<file path="src/rtl/mir_pkg.sv">
package mir_pkg;
  localparam int DIM_W = 6;
  localparam int IDX_W = 3 * DIM_W + 1;

  typedef logic [1:0] dim_id_t;

  typedef struct packed {
    logic [1:0]       mode;
    logic [1:0]       skip;
    logic [3:0]       offset;
    logic [2:0]       inv;
    logic [2:0]       perm;
    logic [DIM_W-1:0] zsz;
    logic [DIM_W-1:0] ysz;
    logic [DIM_W-1:0] xsz;
  } shape_t;

  // dimension walked at loop level pos (0 = fastest)
  function automatic dim_id_t loop_dim(input logic [2:0] perm, input int unsigned pos);
    dim_id_t r;
    case (perm)
      3'd1:    r = (pos == 0) ? 2'd0 : (pos == 1) ? 2'd2 : 2'd1;
      3'd2:    r = (pos == 0) ? 2'd1 : (pos == 1) ? 2'd0 : 2'd2;
      3'd3:    r = (pos == 0) ? 2'd1 : (pos == 1) ? 2'd2 : 2'd0;
      3'd4:    r = (pos == 0) ? 2'd2 : (pos == 1) ? 2'd0 : 2'd1;
      3'd5:    r = (pos == 0) ? 2'd2 : (pos == 1) ? 2'd1 : 2'd0;
      default: r = (pos == 0) ? 2'd0 : (pos == 1) ? 2'd1 : 2'd2;
    endcase
    return r;
  endfunction

  function automatic logic walk_enabled(input shape_t s);
    return (s != '0) && (s.mode == 2'b00) && (s.perm < 3'd6);
  endfunction
endpackage

</file>
<file path="src/rtl/mir_dim_ctr.sv">
module mir_dim_ctr #(
  parameter int W = 6
) (
  input  logic         clk,
  input  logic         rst_n,
  input  logic         load_i,
  input  logic         inc_i,
  input  logic [W-1:0] last_i,
  output logic [W-1:0] cnt_o,
  output logic         at_last_o
);
  assign at_last_o = (cnt_o == last_i);

  always_ff @(posedge clk or negedge rst_n) begin
    if (!rst_n)      cnt_o <= '0;
    else if (load_i) cnt_o <= '0;
    else if (inc_i)  cnt_o <= at_last_o ? '0 : cnt_o + 1'b1;
  end
endmodule

</file>
<file path="src/rtl/mir_idx_calc.sv">
module mir_idx_calc
  import mir_pkg::*;
#(
  parameter int DW = DIM_W,
  parameter int IW = IDX_W
) (
  input  shape_t              shape_i,
  input  logic [2:0][DW-1:0]  cnt_i,
  output logic [IW-1:0]       idx_o
);
  function automatic logic [IW-1:0] fold(input shape_t s, input logic [2:0][DW-1:0] c);
    logic [IW-1:0] acc, stride;
    logic [DW-1:0] sz_m1, e;
    dim_id_t d;
    acc = '0;
    stride = IW'(1);
    for (int p = 0; p < 3; p++) begin
      d = loop_dim(s.perm, p);
      sz_m1 = (d == 2'd0) ? s.xsz : (d == 2'd1) ? s.ysz : s.zsz;
      e = s.inv[d] ? (sz_m1 - c[d]) : c[d];
      if (s.skip != 2'(p + 1)) begin
        acc = acc + IW'(e) * stride;
        stride = stride * (IW'(sz_m1) + IW'(1));
      end
    end
    return acc + IW'(s.offset);
  endfunction

  assign idx_o = fold(shape_i, cnt_i);
endmodule

</file>
<file path="src/rtl/mtx_idx_remap.sv">
module mtx_idx_remap
  import mir_pkg::*;
#(
  parameter int VL_W = 7
) (
  input  logic              clk,
  input  logic              rst_n,
  input  logic              start_i,
  input  logic [31:0]       shape_i,
  input  logic [VL_W-1:0]   vl_i,
  input  logic              step_i,
  output logic              ready_o,
  output logic [IDX_W-1:0]  idx_o,
  output logic              done_o
);
  shape_t            shape_q;
  logic [VL_W-1:0]   vl_q, elem_q;
  logic              run_q;
  logic              adv_w, last_w;
  logic [2:0][DIM_W-1:0] cnt_w, size_m1;
  logic [2:0]        at_last, inc_dim;
  dim_id_t           dim_at [3];
  logic [IDX_W-1:0]  walk_idx;

  assign adv_w  = run_q && step_i;
  assign last_w = run_q && (elem_q == vl_q - 1'b1);

  always_ff @(posedge clk or negedge rst_n) begin
    if (!rst_n) begin
      shape_q <= '0;
      vl_q    <= '0;
      elem_q  <= '0;
      run_q   <= 1'b0;
    end else if (start_i) begin
      shape_q <= shape_t'(shape_i);
      vl_q    <= vl_i;
      elem_q  <= '0;
      run_q   <= (vl_i != '0);
    end else if (adv_w) begin
      elem_q <= elem_q + 1'b1;
      if (last_w) run_q <= 1'b0;
    end
  end

  assign size_m1 = {shape_q.zsz, shape_q.ysz, shape_q.xsz};

  always_comb begin
    for (int p = 0; p < 3; p++) dim_at[p] = loop_dim(shape_q.perm, p);
  end

  // a level advances when every faster level sits at its final value
  always_comb begin
    for (int d = 0; d < 3; d++) begin
      logic found;
      found = 1'b0;
      inc_dim[d] = adv_w;
      for (int p = 0; p < 3; p++) begin
        if (!found) begin
          if (dim_at[p] == 2'(d)) found = 1'b1;
          else inc_dim[d] = inc_dim[d] & at_last[dim_at[p]];
        end
      end
    end
  end

  for (genvar g = 0; g < 3; g++) begin : g_dim
    mir_dim_ctr #(.W(DIM_W)) u_ctr (
      .clk       (clk),
      .rst_n     (rst_n),
      .load_i    (start_i),
      .inc_i     (inc_dim[g]),
      .last_i    (size_m1[g]),
      .cnt_o     (cnt_w[g]),
      .at_last_o (at_last[g])
    );
  end

  mir_idx_calc u_calc (
    .shape_i (shape_q),
    .cnt_i   (cnt_w),
    .idx_o   (walk_idx)
  );

  assign ready_o = run_q;
  assign done_o  = last_w;
  assign idx_o   = !run_q ? '0 :
                   walk_enabled(shape_q) ? walk_idx : IDX_W'(elem_q);
endmodule

</file>
<file path="config.mk">
export PLATFORM = sky130hd
export DESIGN_NAME = mtx_idx_remap
export DESIGN_NICKNAME = d
export VERILOG_FILES = /design/src/rtl/mir_pkg.sv /design/src/rtl/mir_dim_ctr.sv /design/src/rtl/mir_idx_calc.sv /design/src/rtl/mtx_idx_remap.sv
export SDC_FILE = /design/constraint.sdc
export NUM_CORES = 1
export LEC_CHECK = 0
export ABC_AREA = 1
export BUFFER_PORTS_ARGS = -buffer_cell sky130_fd_sc_hd__buf_2
export CAP_MARGIN = 20
export CELL_PAD_IN_SITES_DETAIL_PLACEMENT = 1
export CELL_PAD_IN_SITES_GLOBAL_PLACEMENT = 2
export CORE_UTILIZATION = 25
export DETAILED_ROUTE_END_ITERATION = 6
export GPL_TIMING_DRIVEN = 0
export HOLD_SLACK_MARGIN = 0.12
export MAX_ROUTING_LAYER = met4
export PLACE_DENSITY_LB_ADDON = 0.1
export REMOVE_ABC_BUFFERS = 1
export SETUP_SLACK_MARGIN = 0.05
export SKIP_CTS_REPAIR_TIMING = 1
export SLEW_MARGIN = 5
export SYNTH_ARGS = -nofsm -noshare
export SYNTH_HDL_FRONTEND = slang
export SYNTH_SLANG_ARGS = --single-unit
</file>
<file path="constraint.sdc">
create_clock -name clk -period 13.3 [get_ports clk]
set_input_delay 2.66 -clock clk [delete_from_list [all_inputs] [get_ports clk]]
set_output_delay 2.66 -clock clk [all_outputs]
set_load 0.005 [all_outputs]
</file>
==> results.sh <==
export IMPL_io_pins=64
export IMPL_drt_pre_antenna_iters=4
export IMPL_outcome="finished, final reports clean"
export IMPL_floorplan_core_area_um2=50400
export IMPL_die_h_um=229
export IMPL_slew_violations=0
export IMPL_detail_route_wirelength_mm=46.6
export IMPL_async_flop_share=1.00
export IMPL_worst_slack_ns=0.284
export IMPL_clockBufferDepth=2
export IMPL_grt_util_all_layers=0.187
export IMPL_finalHoldViolCount=0
export IMPL_io_buffer_count=63
export IMPL_cts_reportedPaths_clkPinSlew_ns=0.05
export IMPL_avgRoutedWirePerCell_um=17.6
export IMPL_floorplan_initialDensity=0.255
export IMPL_grt_pass1_vias=13240
export IMPL_design_final_nets=2249
export IMPL_postSynthRegisterBits=65
export IMPL_synth_seq_area_share=0.127
export IMPL_max_clock_freq_mhz=76.8
export IMPL_hold_path_startpoint="shape_q[31]"
export IMPL_critical_path_slowest_cell="fa_1"
export IMPL_timing_hold_worst_class="register to register"
export IMPL_critical_path_peak_fanout=6
export IMPL_ff_latch_area_um2=1630
export IMPL_grt_max_degree=51
export IMPL_source_to_sink_clock_delay_at_the_later_pin_of_the_worst_skew_pair_ns=0.36
export IMPL_dp_final_hpwl_mm=39.0
export IMPL_cts_htree_levels=3
export IMPL_reg2reg_depth=16
export IMPL_period_minus_slack_ns=13.02
export IMPL_synthesis_yosys_warnings=0
export IMPL_antenna_cells=0
export IMPL_hold_path_endpoint="shape_q[31]"
export IMPL_timing_max_cap_violations=0
export IMPL_area_delta_synth_final_pct=22.7
export IMPL_post_synth_instance_area_um2=12800
export IMPL_wire_length_of_the_first_global_routing_pass_mm=74.5
export IMPL_floorplan_rows=82
export IMPL_fin_worst_skew_ns=0.00756
export IMPL_rr_startpoint="g_dim[0].u_ctr.cnt_o[3]"
export IMPL_ys_flop_type="dfrtp_1"
export IMPL_grt_antenna_before_repair=0
export IMPL_setup_worst_path_start_class="register"
export IMPL_drt_drc_violations_left=0
export IMPL_cts_inserted_buffers=9
export IMPL_endpoint_kind="output pin"
export IMPL_arrival_ns=10.36
export IMPL_reg2reg_setup_slack_ns=10.39
export IMPL_drt_antenna_net_count=0
export IMPL_drt_initial_drc_count=436
export IMPL_postSynthAreaPerCell_um2=6.97
export IMPL_viasPerCell=4.65
export IMPL_synth_edf_count=0
export IMPL_syn_inst=1841
export IMPL_synth_cell_types=64
export IMPL_grt_overflow_total=0
export IMPL_multi_input_area_um2=10700
export IMPL_dpl_worst_slack_ns=-1.65
export IMPL_drive_gt1_frac=0.208
export IMPL_cts_sinks=65
export IMPL_cpMostUsedCell="inv_2"
export IMPL_r2r_end="g_dim[0].u_ctr.cnt_o[2]"
export IMPL_die_area_um2=52200
export IMPL_whs_path_depth=2
export IMPL_setup_violations_final=0
export IMPL_critPathMaxStageDelay_ns=0.55
export IMPL_tritoncts="yes"
export IMPL_clock_root_buffer="clkbuf_16"
export IMPL_cp_required_ns=10.64
export IMPL_grt_setup_unrepaired="yes"
export IMPL_max_slew_worst_pin_slew_ns=0.969
export IMPL_vias=12265
export IMPL_path_class="register to output pin"
export IMPL_nFillCells=6226
export IMPL_die_width_um=229
export IMPL_place_gp_congestion=0.847
export IMPL_ratio_of_final_minimum_period_to_clock_period=0.979
export IMPL_max_slew_margin=0.354
## cell usage in the layout (no fill, tap or decap), types with 11 or more instances in the layout
cell     count
a21oi_2     22
nand2_1    352
buf_4       68
o21ai_0     95
o22ai_1     17
nor2_1     201
nor3_1      17
xor2_1      31
nand4_1     13
nor2_4      25
nand2_2     33
xnor2_1     17
a21oi_1     77
inv_1      288
nor2_2      30
o21ai_1     11
buf_2       62
fa_1       117
ha_1       110
o21ai_2     11
nand3_1     74
dfrtp_1     62
ha_4        14
inv_2       37
## metrics by stage
step	instances	util	hold WS, ns	TNS [ns]	instance area, um^2
3_5_place_dp	2549	0.276	0.471	-14.26	13900
3_3_place_gp	2544	0.274	0.458	-14.60	13800
6_report	2639	0.312	0.484	0	15700
2_1_floorplan	1809	-	0.443	0	12700
4_1_cts	2565	0.282	0.485	-20.05	14200
5_1_grt	2639	0.312	0.532	-1.31	15700
## critical path, delay by kind of cell, from the launching register on
family,cells,cell delay (ns)
DFF,1,0.46
and+or+nand+nor,22,2.01
buffers and inverters,21,1.53
AOI/OAI and AO/OA,6,1.35
adders and majority gates,10,4.62
## layout make-up
| class | count | area share |
|---|---|---|
| clock buffers | 10 | 0.0145 |
| multi-input cells | 1408 | 0.677 |
| clock inverters | 6 | 0.00525 |
| flip-flops and latches | 65 | 0.104 |
| repair buffers | 140 | 0.0624 |
| well taps | 672 | 0.0534 |
| repair inverters | 1 | 0.000318 |
| inverters | 337 | 0.0837 |
## synthesized netlist by cell type (3+ instances only)
cell / number / share of area
nor2_1: 233 / 0.068
nor4_1: 9 / 0.0044
a211oi_1: 5 / 0.0029
inv_1: 308 / 0.090
nand2_1: 384 / 0.11
a22oi_1: 4 / 0.0023
inv_2: 23 / 0.0067
o21ai_1: 11 / 0.0043
o21bai_1: 5 / 0.0029
ha_1: 125 / 0.12
nor3_1: 19 / 0.0074
a21o_1: 6 / 0.0035
nand2_2: 9 / 0.0044
a21oi_1: 103 / 0.040
a21oi_2: 4 / 0.0027
clkinv_1: 4 / 0.0012
or2_1: 4 / 0.0020
nand3_2: 6 / 0.0047
nor2_4: 7 / 0.0061
o22ai_1: 18 / 0.0088
o21ai_2: 4 / 0.0027
o21ai_0: 105 / 0.041
nor3_2: 3 / 0.0023
or2_2: 8 / 0.0039
clkbuf_1: 20 / 0.0059
xnor2_1: 18 / 0.012
o31ai_1: 6 / 0.0035
nand3b_1: 7 / 0.0041
nand2_4: 4 / 0.0035
nand4_1: 13 / 0.0063
o221ai_1: 7 / 0.0048
buf_6: 3 / 0.0026
a31oi_1: 4 / 0.0020
xor2_1: 33 / 0.023
nand3_1: 79 / 0.031
buf_2: 5 / 0.0020
nand4_4: 3 / 0.0050
nor2_2: 15 / 0.0073
and2_1: 3 / 0.0015
fa_1: 119 / 0.19
dfrtp_1: 65 / 0.13
## registers in the layout (all words and copies together), names as in the netlist
name               flops
elem_q                 7
g_dim.u_ctr.cnt_o     18
ready_o                1
shape_q               32
vl_q                   7
## cell families (layout without fill, tap and decap cells)
logic type      Yosys count  in the layout  synth area share
flops                    65             65             0.127
buf+inv                 369            494             0.112
fa+ha+maj               244            244             0.308
xor+xnor                 52             52            0.0361
compound gates          298            298             0.136
simple gates            813            814             0.281
## metal layers
metal | vias to the layer above | global-route usage | wire (um) | part of all wire
li1 | 6095 | - | - | -
met4 | 0 | 0.0539 | 1050 | 0.023
met3 | 41 | 0.0141 | 839 | 0.018
met1 | 5999 | 0.237 | 21900 | 0.47
met5 | - | - | 0 | 0
met2 | 130 | 0.316 | 22800 | 0.49
## how the worst max path moves through the flow
stage / start / slack [ns] / cells after the start / end
5_1_grt: shape_q[20] / -0.26 / 61 / idx_o[17]
4_1_cts: shape_q[19] / -2.10 / 51 / idx_o[17]
3_5_place_dp: shape_q[19] / -1.65 / 51 / idx_o[17]
2_1_floorplan: shape_q[20] / 0.75 / 50 / idx_o[17]
3_3_place_gp: shape_q[19] / -1.68 / 51 / idx_o[17]
6_report: shape_q[20] / 0.28 / 59 / idx_o[18]
Power is left out: the tool's default activity adds up to more than one toggle a clock period on the data nets, which glitch-free logic cannot reach.
